[src/rtl/nqf_pkg.sv]
package nqf_pkg;
  localparam int LANES           = 4;
  localparam int LANE_W          = $clog2(LANES);
  localparam int PAGE_DATA       = 512;
  localparam int PAGE_SPARE      = 16;
  localparam int PAGE_BYTES      = PAGE_DATA + PAGE_SPARE;
  localparam int PAGES_PER_BLOCK = 256;
  localparam int BLOCK_BYTES     = PAGE_BYTES * PAGES_PER_BLOCK;
  localparam int OFS_HALF        = PAGE_DATA / 2;
  localparam int OFS_SPARE       = PAGE_DATA;

  localparam logic [7:0] CMD_READ_A   = 8'h00;
  localparam logic [7:0] CMD_READ_B   = 8'h01;
  localparam logic [7:0] CMD_READ_C   = 8'h50;
  localparam logic [7:0] CMD_IDLE     = 8'hFF;
  localparam logic [7:0] READ_LIMIT   = 8'h50;
  localparam logic [7:0] STATUS_BYTE  = 8'hC0;

  typedef enum logic [1:0] {
    WIN_DATA = 2'd0,
    WIN_CMD  = 2'd1,
    WIN_ADDR = 2'd2,
    WIN_NONE = 2'd3
  } win_e;

  function automatic logic [7:0] keep_known(input logic [7:0] c);
    case (c)
      8'h00, 8'h01, 8'h50, 8'h90, 8'hFF,
      8'h80, 8'h60, 8'h70, 8'h10, 8'hD0: keep_known = c;
      default:                           keep_known = CMD_IDLE;
    endcase
  endfunction
endpackage

[src/rtl/nqf_lane_ctrl.sv]
module nqf_lane_ctrl
  import nqf_pkg::*;
#(
  parameter int PTR_W = 32
) (
  input  logic             clk,
  input  logic             rst_n,
  input  logic             cmd_we,
  input  logic [7:0]       cmd_byte,
  input  logic             addr_we,
  input  logic [1:0]       addr_step,
  input  logic [7:0]       addr_byte,
  input  logic             rd_adv,
  output logic             reading,
  output logic [PTR_W-1:0] ptr
);
  logic [7:0]       cmd_q;
  logic [PTR_W-1:0] base_q;
  logic [PTR_W-1:0] off_q;
  logic [7:0]       cmd_new;
  logic [PTR_W-1:0] byte_ext;

  assign cmd_new  = keep_known(cmd_byte);
  assign byte_ext = PTR_W'(addr_byte);
  assign reading  = (cmd_q <= READ_LIMIT);
  assign ptr      = base_q + off_q;

  always_ff @(posedge clk) begin
    if (!rst_n) begin
      cmd_q <= CMD_IDLE;
    end else if (cmd_we) begin
      cmd_q <= cmd_new;
    end
  end

  always_ff @(posedge clk) begin
    if (!rst_n) begin
      off_q <= '0;
    end else if (cmd_we) begin
      case (cmd_new)
        CMD_READ_A: off_q <= '0;
        CMD_READ_B: off_q <= PTR_W'(OFS_HALF);
        CMD_READ_C: off_q <= PTR_W'(OFS_SPARE);
        default:    off_q <= off_q;
      endcase
    end else if (rd_adv && reading) begin
      off_q <= off_q + PTR_W'(1);
    end
  end

  always_ff @(posedge clk) begin
    if (!rst_n) begin
      base_q <= '0;
    end else if (addr_we) begin
      case (addr_step)
        2'd0:    base_q <= byte_ext;
        2'd1:    base_q <= base_q + byte_ext * PTR_W'(PAGE_BYTES);
        2'd2:    base_q <= base_q + byte_ext * PTR_W'(BLOCK_BYTES);
        default: base_q <= base_q;
      endcase
    end
  end
endmodule

[config.mk]
export PLATFORM = sky130hd
export DESIGN_NAME = nqf_lane_ctrl
export DESIGN_NICKNAME = d
export VERILOG_FILES = /design/src/rtl/nqf_pkg.sv /design/src/rtl/nqf_lane_ctrl.sv
export SDC_FILE = /design/constraint.sdc
export NUM_CORES = 1
export LEC_CHECK = 0
export BUFFER_PORTS_ARGS = -buffer_cell sky130_fd_sc_hd__buf_2
export CORE_ASPECT_RATIO = 1.1
export CORE_UTILIZATION = 66
export DETAILED_ROUTE_END_ITERATION = 8
export GPL_TIMING_DRIVEN = 0
export PLACE_DENSITY = 0.91
export SYNTH_ARGS = -nofsm -noshare
export SYNTH_HDL_FRONTEND = slang
export SYNTH_SLANG_ARGS = --single-unit
[constraint.sdc]
create_clock -name clk -period 8.3 [get_ports clk]
set_input_delay 0.415 -clock clk [delete_from_list [all_inputs] [get_ports clk]]
set_output_delay 0.415 -clock clk [all_outputs]
set_load 0.02 [all_outputs]
==> run_summary.xml, run 1 <==
<?xml version="1.0" encoding="UTF-8"?>
<metrics>
  <group name="cells_and_area">
    <metric name="post_layout_net_count" unit="">1029</metric>
    <metric name="final_cells" unit="">1054</metric>
    <metric name="stdcell_area" unit="mm2">0.007277</metric>
    <metric name="fillerInstances" unit="">775</metric>
    <metric name="post_route_cells_drive_above_1_share" unit="%">8.672</metric>
    <metric name="area_delta_synth_final" unit="%">9.303</metric>
    <metric name="antenna-diode-count" unit="">0</metric>
  </group>
  <group name="floorplan">
    <metric name="core-area" unit="mm2">0.009842</metric>
    <metric name="dieHeight" unit="um">107.3</metric>
    <metric name="die_area" unit="mm2">0.01049</metric>
    <metric name="initial_core_util" unit="%">67.65</metric>
    <metric name="die_width" unit="um">97.76</metric>
    <metric name="std_cell_rows" unit="">38</metric>
    <metric name="floorplan.io_pins" unit="">56</metric>
  </group>
  <group name="global_route">
    <metric name="overflow" unit="">0</metric>
    <metric name="gr-usage-all-layers" unit="%">34.28</metric>
    <metric name="first_global_vias" unit="">6327</metric>
    <metric name="grt_start_max_net_pins" unit="">14</metric>
    <metric name="first_pass_grt_wire_length" unit="um">28880</metric>
    <metric name="number_of_antenna_violations_at_the_first_check_in_global_routing" unit="">0</metric>
  </group>
  <group name="sta">
    <metric name="achievable-frequency" unit="MHz">244.2</metric>
    <metric name="worst_slew_pin_slew" unit="ps">696.8</metric>
    <metric name="timing.slew.headroom" unit="%">53.26</metric>
    <metric name="number_of_hold_violations_in_the_final_report" unit="">0</metric>
    <metric name="final.setup_skew" unit="ps">7.225</metric>
    <metric name="period_share" unit="%">49.35</metric>
    <metric name="setup_tns_after_final_layout" unit="ps">0</metric>
    <metric name="min_period" unit="ps">4096</metric>
    <metric name="worst_hold_slack" unit="ps">359.3</metric>
    <metric name="setup_viol" unit="">0</metric>
    <metric name="grt_setup_unrepaired" unit="">false</metric>
    <metric name="final-max-slew-violation-count" unit="">0</metric>
  </group>
  <group name="place">
    <metric name="placer_congestion" unit="">0.9703</metric>
    <metric name="buffer_ports.inserted" unit="">53</metric>
    <metric name="postPlaceCellArea" unit="mm2">0.007073</metric>
    <metric name="placedCellCount" unit="">1038</metric>
    <metric name="dp_hpwl" unit="um">13760</metric>
  </group>
  <group name="outcome">
    <metric name="failed_checks" unit="">DRC</metric>
    <metric name="outcome" unit="">complete, but fails checks</metric>
  </group>
  <group name="worst_setup_path">
    <metric name="worstPathCellList" unit="">buf_2, ha_1, ha_1, ha_1, inv_1, fa_1, nor2b_1, o21ai_0, xnor2_1, ha_1, a21oi_1, nor2b_1, nor4_1, a211oi_1, a21oi_1, o311ai_0, o211ai_1</metric>
    <metric name="worstPathArrival" unit="ps">4320</metric>
    <metric name="startpoint_type" unit="">input pin</metric>
    <metric name="crit_family" unit="">adder cells</metric>
    <metric name="critPathMaxFanout" unit="">8</metric>
    <metric name="max_stage_delay" unit="ps">630</metric>
    <metric name="cp.buffers_inverters" unit="">2</metric>
    <metric name="setup.worst_path.class" unit="">in -&gt; reg</metric>
    <metric name="worst-r2r-setup-slack" unit="ps">5360</metric>
    <metric name="path_common_cell" unit="">sky130_fd_sc_hd__ha_1</metric>
    <metric name="critical_path_required" unit="ps">8530</metric>
    <metric name="cp-end-kind" unit="">flop</metric>
    <metric name="worst_path_max_delay_cell" unit="">sky130_fd_sc_hd__a211oi_1</metric>
  </group>
  <group name="detailed_routing">
    <metric name="routed-via-count" unit="">6781</metric>
    <metric name="detail_route.wl_per_cell" unit="um">16.80</metric>
    <metric name="detailedRoute.firstPassIterationCount" unit="">9</metric>
    <metric name="detail-route-antenna-nets" unit="">0</metric>
    <metric name="viasPerCell" unit="">6.434</metric>
    <metric name="totalWireLength" unit="um">17710</metric>
    <metric name="first_iter_violations" unit="">522</metric>
    <metric name="drc" unit="">6</metric>
  </group>
  <group name="clocking">
    <metric name="cts_max_level" unit="">3</metric>
    <metric name="tritoncts.num_buffers" unit="">9</metric>
    <metric name="ctsLongestPathBuffers" unit="">2</metric>
    <metric name="post_cts.resized_instances" unit="">0</metric>
    <metric name="cts.repair_timing.setup_buffer_count" unit="">0</metric>
    <metric name="worst_setup_hold_path_clk_slew" unit="ps">80</metric>
    <metric name="clkLatencyLatePin" unit="ps">360</metric>
    <metric name="hold_buffers" unit="">0</metric>
    <metric name="number_of_sinks_handled_by_clock_tree_synthesis" unit="">72</metric>
    <metric name="cts_tree" unit="">built</metric>
    <metric name="cts-root-buf" unit="">sky130_fd_sc_hd__clkbuf_8</metric>
  </group>
  <group name="logic_synthesis">
    <metric name="synth_top_family_by_area" unit="">compound AO/OA/AOI/OAI gates</metric>
    <metric name="synth.top_cell.area_share" unit="%">21.65</metric>
    <metric name="synth_compound_area_share" unit="%">25.71</metric>
    <metric name="share_of_synthesized_area_occupied_by_flip_flops_and_latches" unit="%">21.65</metric>
    <metric name="main_area_contributors_after_synthesis" unit="">sky130_fd_sc_hd__dfxtp_1, sky130_fd_sc_hd__ha_1, sky130_fd_sc_hd__xnor2_1</metric>
    <metric name="postSynthAreaPerCell" unit="um2">7.697</metric>
    <metric name="syn_area" unit="mm2">0.006658</metric>
    <metric name="synth.distinct_cells" unit="">66</metric>
    <metric name="synth-seq-cells" unit="">72</metric>
    <metric name="muxShareOfSynthArea" unit="%">0.4510</metric>
    <metric name="post-synth-top-area-cell" unit="">sky130_fd_sc_hd__dfxtp_1</metric>
    <metric name="yosysWarningCount" unit="">0</metric>
    <metric name="synthesis.instances" unit="">865</metric>
    <metric name="synthArstFlopShare" unit="%">0</metric>
    <metric name="synthAdderAreaFrac" unit="%">14.92</metric>
    <metric name="synthXorXnorAreaFrac" unit="%">10.52</metric>
    <metric name="synth_ff_type" unit="">sky130_fd_sc_hd__dfxtp_1</metric>
    <metric name="yosys.area_share.simple" unit="%">22.68</metric>
    <metric name="synth-edff-count" unit="">0</metric>
    <metric name="synth_nets" unit="">965</metric>
  </group>
  <group name="power_and_ir_drop">
    <metric name="power.density" unit="mW/mm2">118.4</metric>
    <metric name="power.switching" unit="uW">284.4</metric>
    <metric name="max-vdd-ir-drop" unit="V">0.00009736</metric>
    <metric name="switching_share" unit="%">33.02</metric>
    <metric name="power.clock.fraction" unit="%">33.7</metric>
    <metric name="power_consumption" unit="uW">861.5</metric>
    <metric name="power.share.combinational" unit="%">23.8</metric>
    <metric name="share_seq_of_total_power" unit="%">42.5</metric>
    <metric name="internal-power" unit="uW">577.1</metric>
    <metric name="leakage" unit="uW">0.003300</metric>
  </group>
  <group name="job">
    <metric name="maxCapViolations" unit="">0</metric>
  </group>
  <group name="worst_hold_path">
    <metric name="worstHoldPathType" unit="">in -&gt; reg</metric>
  </group>
</metrics>
==> metrics by stage <==
step / utilization [%] / setup WS, ps
3_3_place_gp: 71.87 / 4012
5_1_grt: 73.94 / 4019
3_5_place_dp: 71.87 / 3918
6_report: 73.94 / 4204
2_1_floorplan: - / 4601
4_1_cts: 73.94 / 4263
==> metal layers <==
metal / vias up / routed length (um) / global-route usage (%)
met1: 3144 / 7542 / 40.80
met2: 269 / 8426 / 60.33
li1: 3309 / - / -
met4: 0 / 672 / 16.13
met5: - / 0 / 0
met3: 59 / 1070 / 5.649
==> power by group through the flow <==
stage,Clock [uW],Sequential (uW),Combinational [uW]
global route,306,367,225
floorplan,0,368,147
detailed placement,0,374,200
global placement,0,374,194
CTS,289,366,201
finish,290,366,205
==> cell families after synthesis <==
group / after synthesis
AND/OR/NAND/NOR: 305
multiplexers: 3
buffers and inverters: 69
adder cells (fa/ha/maj): 77
XOR/XNOR: 80
flip-flops: 72
AO/OA/AOI/OAI: 259
==> cell usage in the layout, fill, tap and decap left out, types with 9 or more instances in the layout <==
| master | count |
|---|---|
| sky130_fd_sc_hd__ha_1 | 73 |
| sky130_fd_sc_hd__a31oi_1 | 10 |
| sky130_fd_sc_hd__and3_1 | 18 |
| sky130_fd_sc_hd__nor2b_1 | 19 |
| sky130_fd_sc_hd__nand2_1 | 70 |
| sky130_fd_sc_hd__xor2_1 | 39 |
| sky130_fd_sc_hd__a21oi_1 | 68 |
| sky130_fd_sc_hd__nand4_1 | 18 |
| sky130_fd_sc_hd__a21o_1 | 24 |
| sky130_fd_sc_hd__o21ai_0 | 56 |
| sky130_fd_sc_hd__inv_1 | 41 |
| sky130_fd_sc_hd__nor2_1 | 76 |
| sky130_fd_sc_hd__buf_2 | 53 |
| sky130_fd_sc_hd__nor3_1 | 9 |
| sky130_fd_sc_hd__nand2b_1 | 13 |
| sky130_fd_sc_hd__nand3_1 | 46 |
| sky130_fd_sc_hd__clkbuf_1 | 26 |
| sky130_fd_sc_hd__o22ai_1 | 9 |
| sky130_fd_sc_hd__xnor2_1 | 41 |
| sky130_fd_sc_hd__clkbuf_8 | 10 |
| sky130_fd_sc_hd__dfxtp_1 | 72 |
| sky130_fd_sc_hd__o211ai_1 | 9 |
==> sequential cells by signal (all words and copies together), names as in the netlist <==
name / count
cmd_q: 8
base_q: 32
off_q: 32
==> area by class of cell <==
type / count / area, um2 / share of cell area (%)
clock inverters: 6 / 66.31 / 0.9113
well taps: 120 / 150.1 / 2.063
plain buffers: 28 / 116.4 / 1.599
multi-input cells: 724 / 4946 / 67.97
repair buffers: 53 / 265.3 / 3.645
inverters: 41 / 153.9 / 2.115
flip-flops and latches: 72 / 1441 / 19.81
clock buffers: 10 / 137.6 / 1.891
==> cell usage after synthesis, types with 6 or more instances <==
cell and instances:
sky130_fd_sc_hd__dfxtp_1 72, sky130_fd_sc_hd__and3_1 18, sky130_fd_sc_hd__o21a_1 6, sky130_fd_sc_hd__nor2b_1 19
sky130_fd_sc_hd__o211ai_1 9, sky130_fd_sc_hd__nand3_1 46, sky130_fd_sc_hd__xor2_1 39, sky130_fd_sc_hd__a21oi_1 68
sky130_fd_sc_hd__inv_1 41, sky130_fd_sc_hd__and2_1 6, sky130_fd_sc_hd__ha_1 73, sky130_fd_sc_hd__xnor2_1 41
sky130_fd_sc_hd__nand2_1 70, sky130_fd_sc_hd__o21bai_1 7, sky130_fd_sc_hd__nand4_1 18, sky130_fd_sc_hd__or3_1 7
sky130_fd_sc_hd__nand2b_1 13, sky130_fd_sc_hd__a31oi_1 10, sky130_fd_sc_hd__nor2_1 76, sky130_fd_sc_hd__a21o_1 24
sky130_fd_sc_hd__nor3_1 9, sky130_fd_sc_hd__o21ai_0 56, sky130_fd_sc_hd__clkbuf_1 26, sky130_fd_sc_hd__a211oi_1 6
sky130_fd_sc_hd__o22ai_1 9, sky130_fd_sc_hd__a22oi_1 7
==> tightest hold or removal path, delay by kind of cell <==
family                 cells  cell delay, ps
buffers and inverters      1             130
AND/OR/NAND/NOR            1              60
AO/OA/AOI/OAI              1              90
==> worst paths after layout <==
kind	depth (start not counted)	start	to
setup reg to reg	9	base_q[5]	base_q[29]
setup / recovery	17	addr_byte[2]	base_q[29]
hold / removal	3	cmd_byte[0]	cmd_q[0]
hold reg to reg	2	base_q[3]	base_q[3]
Note: power is estimated with default switching activity, not from simulation.
==> run 2, diff against run 1 <==
--- a/config.mk
+++ b/config.mk
@@ -5,12 +5,13 @@
 export SDC_FILE = /design/constraint.sdc
 export NUM_CORES = 1
 export LEC_CHECK = 0
+export ABC_AREA = 1
 export BUFFER_PORTS_ARGS = -buffer_cell sky130_fd_sc_hd__buf_2
 export CORE_ASPECT_RATIO = 1.1
-export CORE_UTILIZATION = 66
+export CORE_UTILIZATION = 57
 export DETAILED_ROUTE_END_ITERATION = 8
 export GPL_TIMING_DRIVEN = 0
-export PLACE_DENSITY = 0.91
+export PLACE_DENSITY = 0.83
 export SYNTH_ARGS = -nofsm -noshare
 export SYNTH_HDL_FRONTEND = slang
 export SYNTH_SLANG_ARGS = --single-unit
==> constraint.sdc (replaced) <==
create_clock -name clk -period 3.7 [get_ports clk]
set_input_delay 0.185 -clock clk [delete_from_list [all_inputs] [get_ports clk]]
set_output_delay 0.185 -clock clk [all_outputs]
set_load 0.02 [all_outputs]
==> run 2 against run 1 <==
  * The flow now finishes without violations
  * Utilization down 9.0 points
  * Critical path depth up 4
  * Synthesized area up 24%
  * Routed wire length up 50%
  * Non-clock buffer count down 4
  * First-iteration DRC count up 43%
  * Power up 150%
  * Combinational power up 100%
  * Sequential power up 120%
  * Sequential share of layout area down 4.0 points
  * Critical path type unchanged
  * Critical endpoint is now base_q[27]
  * Largest power group is now clock
==> run_summary.xml, run 2 <==
<?xml version="1.0" encoding="UTF-8"?>
<metrics>
  <group name="sta">
    <metric name="setup_viol" unit="">0</metric>
    <metric name="timing.slew.headroom" unit="%">59.48</metric>
    <metric name="worst_slew_pin_slew" unit="ps">607.8</metric>
    <metric name="worst_hold_slack" unit="ps">150.8</metric>
    <metric name="grt_setup_unrepaired" unit="">false</metric>
    <metric name="finalWorstSetupSlack" unit="ps">412.3</metric>
    <metric name="number_of_hold_violations_in_the_final_report" unit="">0</metric>
    <metric name="final.setup_skew" unit="ps">10.98</metric>
    <metric name="setup_tns_after_final_layout" unit="ps">0</metric>
    <metric name="final-max-slew-violation-count" unit="">0</metric>
    <metric name="period_share" unit="%">88.86</metric>
    <metric name="min_period" unit="ps">3288</metric>
    <metric name="achievable-frequency" unit="MHz">304.2</metric>
  </group>
  <group name="worst_setup_path">
    <metric name="timing.rr.end" unit="">base_q[28]</metric>
    <metric name="critical_path_required" unit="ps">3900</metric>
    <metric name="setup.worst_path.class" unit="">in -&gt; reg</metric>
    <metric name="critical_path.reg2reg.startpoint" unit="">base_q[12]</metric>
    <metric name="cp-end-kind" unit="">flop</metric>
    <metric name="worstPathArrival" unit="ps">3490</metric>
    <metric name="critPathMaxFanout" unit="">5</metric>
    <metric name="reg2reg_depth" unit="">13</metric>
    <metric name="worst-r2r-setup-slack" unit="ps">1370</metric>
    <metric name="startpoint_type" unit="">input pin</metric>
  </group>
  <group name="job">
    <metric name="maxCapViolations" unit="">0</metric>
  </group>
  <group name="place">
    <metric name="buffer_ports.inserted" unit="">54</metric>
    <metric name="dp_hpwl" unit="um">21760</metric>
    <metric name="placer_congestion" unit="">0.9952</metric>
    <metric name="placedCellCount" unit="">1655</metric>
    <metric name="preCtsSetupSlack" unit="ps">93.91</metric>
  </group>
  <group name="cells_and_area">
    <metric name="final_cell_mix" unit="">sky130_fd_sc_hd__nand2_1, sky130_fd_sc_hd__inv_1, sky130_fd_sc_hd__nor2_1</metric>
    <metric name="final_core_utilization" unit="%">64.94</metric>
    <metric name="post_layout_net_count" unit="">1578</metric>
    <metric name="final_cells" unit="">1671</metric>
    <metric name="largestRegisters" unit="">base_q x32, off_q x32, cmd_q x8</metric>
    <metric name="antenna-diode-count" unit="">0</metric>
    <metric name="mostFrequentLayoutCell" unit="">sky130_fd_sc_hd__nand2_1</metric>
    <metric name="area_delta_synth_final" unit="%">9.909</metric>
    <metric name="post_route_cells_drive_above_1_share" unit="%">8.227</metric>
  </group>
  <group name="logic_synthesis">
    <metric name="synthArstFlopShare" unit="%">0</metric>
    <metric name="synth_nets" unit="">1513</metric>
    <metric name="synth_top_cells_by_count" unit="">sky130_fd_sc_hd__nand2_1, sky130_fd_sc_hd__inv_1, sky130_fd_sc_hd__nor2_1</metric>
    <metric name="syn_area" unit="mm2">0.008283</metric>
    <metric name="synth_ff_type" unit="">sky130_fd_sc_hd__dfxtp_1</metric>
    <metric name="yosysWarningCount" unit="">0</metric>
    <metric name="synth.top_cell.area_share" unit="%">20.48</metric>
    <metric name="main_area_contributors_after_synthesis" unit="">sky130_fd_sc_hd__nand2_1, sky130_fd_sc_hd__dfxtp_1, sky130_fd_sc_hd__ha_1</metric>
    <metric name="synthesis.instances" unit="">1413</metric>
    <metric name="synth.distinct_cells" unit="">48</metric>
    <metric name="postSynthAreaPerCell" unit="um2">5.862</metric>
    <metric name="share_of_synthesized_area_occupied_by_flip_flops_and_latches" unit="%">17.40</metric>
    <metric name="synth-edff-count" unit="">0</metric>
    <metric name="yosysMostFrequentCell" unit="">sky130_fd_sc_hd__nand2_1</metric>
    <metric name="synth-seq-cells" unit="">72</metric>
    <metric name="post-synth-top-area-cell" unit="">sky130_fd_sc_hd__nand2_1</metric>
  </group>
  <group name="worst_hold_path">
    <metric name="holdPathStages" unit="">3</metric>
    <metric name="worst_hold_path.endpoint" unit="">cmd_q[0]</metric>
    <metric name="worstHoldStart" unit="">cmd_byte[0]</metric>
    <metric name="worstHoldPathType" unit="">in -&gt; reg</metric>
  </group>
  <group name="clocking">
    <metric name="clkLatencyLatePin" unit="ps">350</metric>
    <metric name="tritoncts.num_buffers" unit="">9</metric>
    <metric name="worst_setup_hold_path_clk_slew" unit="ps">60</metric>
    <metric name="post_cts.resized_instances" unit="">0</metric>
    <metric name="cts.repair_timing.setup_buffer_count" unit="">0</metric>
    <metric name="ctsLongestPathBuffers" unit="">2</metric>
    <metric name="cts_tree" unit="">built</metric>
    <metric name="cts-root-buf" unit="">sky130_fd_sc_hd__clkbuf_16</metric>
    <metric name="cts_max_level" unit="">3</metric>
    <metric name="number_of_sinks_handled_by_clock_tree_synthesis" unit="">72</metric>
    <metric name="hold_buffers" unit="">0</metric>
  </group>
  <group name="floorplan">
    <metric name="initial_core_util" unit="%">59.08</metric>
    <metric name="die_width" unit="um">116.9</metric>
    <metric name="std_cell_rows" unit="">45</metric>
    <metric name="die_area" unit="mm2">0.01502</metric>
    <metric name="core-area" unit="mm2">0.01402</metric>
    <metric name="dieHeight" unit="um">128.4</metric>
    <metric name="floorplan.io_pins" unit="">56</metric>
  </group>
  <group name="outcome">
    <metric name="outcome" unit="">finished clean</metric>
  </group>
  <group name="detailed_routing">
    <metric name="first_iter_violations" unit="">748</metric>
    <metric name="totalWireLength" unit="um">26550</metric>
    <metric name="detail_route.wl_per_cell" unit="um">15.89</metric>
    <metric name="detail-route-antenna-nets" unit="">0</metric>
    <metric name="drc" unit="">0</metric>
    <metric name="viasPerCell" unit="">5.644</metric>
    <metric name="routed-via-count" unit="">9431</metric>
    <metric name="detailedRoute.firstPassIterationCount" unit="">5</metric>
  </group>
  <group name="power_and_ir_drop">
    <metric name="leakage" unit="uW">0.004624</metric>
    <metric name="max-vdd-ir-drop" unit="V">0.0001978</metric>
    <metric name="power.density" unit="mW/mm2">234.8</metric>
  </group>
  <group name="global_route">
    <metric name="number_of_antenna_violations_at_the_first_check_in_global_routing" unit="">0</metric>
    <metric name="grt_start_max_net_pins" unit="">14</metric>
    <metric name="first_global_vias" unit="">8579</metric>
    <metric name="overflow" unit="">0</metric>
    <metric name="first_pass_grt_wire_length" unit="um">42370</metric>
    <metric name="gr-usage-all-layers" unit="%">36.59</metric>
  </group>
</metrics>
run 2: logic make-up after synthesis:
family | count (synthesis) | share of synthesized area [%]
adder cells (fa/ha/maj) | 77 | 11.99
flip-flops | 72 | 17.40
buffers and inverters | 207 | 9.909
AND/OR/NAND/NOR | 797 | 41.99
AO/OA/AOI/OAI | 218 | 14.26
XOR/XNOR | 42 | 4.441
run 2: metal layers:
layer  vias up  global-route usage, %  share of wire, %
li1       4767                      -                 -
met1      4196                  46.20                42
met2       382                  61.71                46
met3        86                  3.910               7.0
met4         0                  17.94               4.7
met5         -                      0                 0
run 2: final cells by class:
cell class	count	area [um2]
plain buffers	23	130.1
clock buffers	11	252.7
clock inverters	5	62.56
fillers	1412	4916
inverters	184	690.7
multi-input cells	1134	6021
flip-flops and latches	72	1441
well taps	188	235.2
repair buffers	54	270.3
run 2: worst max-delay path by stage:
| stage | from | end | cells after the start |
|---|---|---|---|
| 2_1_floorplan | addr_byte[2] | base_q[25] | 20 |
| 3_3_place_gp | addr_byte[2] | base_q[18] | 19 |
| 3_5_place_dp | addr_byte[2] | base_q[18] | 19 |
| 4_1_cts | addr_byte[2] | base_q[18] | 19 |
| 5_1_grt | addr_byte[2] | base_q[27] | 21 |
| 6_report | addr_byte[2] | base_q[27] | 21 |
run 2: where the power goes:
| part | leakage [uW] | total, uW | internal (uW) | switching, uW |
|---|---|---|---|---|
| combinational | 0.00389 | 415 | 127 | 288 |
| clock | 0.000148 | 919 | 562 | 357 |
| sequential | 0.000582 | 804 | 786 | 17.6 |
run 2: stage by stage:
stage,total power (uW),area (um2)
6_report,2137,9104
3_3_place_gp,1220,8788
5_1_grt,2218,9104
3_5_place_dp,1225,8788
2_1_floorplan,1094,8283
4_1_cts,2129,9104
run 2: worst max-delay path, cell delays in order:
cell	delay (ps)
sky130_fd_sc_hd__buf_2	140
sky130_fd_sc_hd__ha_1	290
sky130_fd_sc_hd__ha_1	310
sky130_fd_sc_hd__ha_1	150
sky130_fd_sc_hd__inv_1	50
sky130_fd_sc_hd__fa_1	390
sky130_fd_sc_hd__o22ai_1	230
sky130_fd_sc_hd__xor2_1	160
sky130_fd_sc_hd__inv_1	90
sky130_fd_sc_hd__ha_1	370
sky130_fd_sc_hd__nand2_1	120
sky130_fd_sc_hd__nor2_1	160
sky130_fd_sc_hd__inv_1	80
sky130_fd_sc_hd__o21ai_0	260
sky130_fd_sc_hd__nand2_1	140
sky130_fd_sc_hd__nand2_1	80
sky130_fd_sc_hd__nand2_1	50
sky130_fd_sc_hd__nand3_1	70
sky130_fd_sc_hd__nand2_1	50
sky130_fd_sc_hd__nand2_1	50
sky130_fd_sc_hd__a21oi_1	60
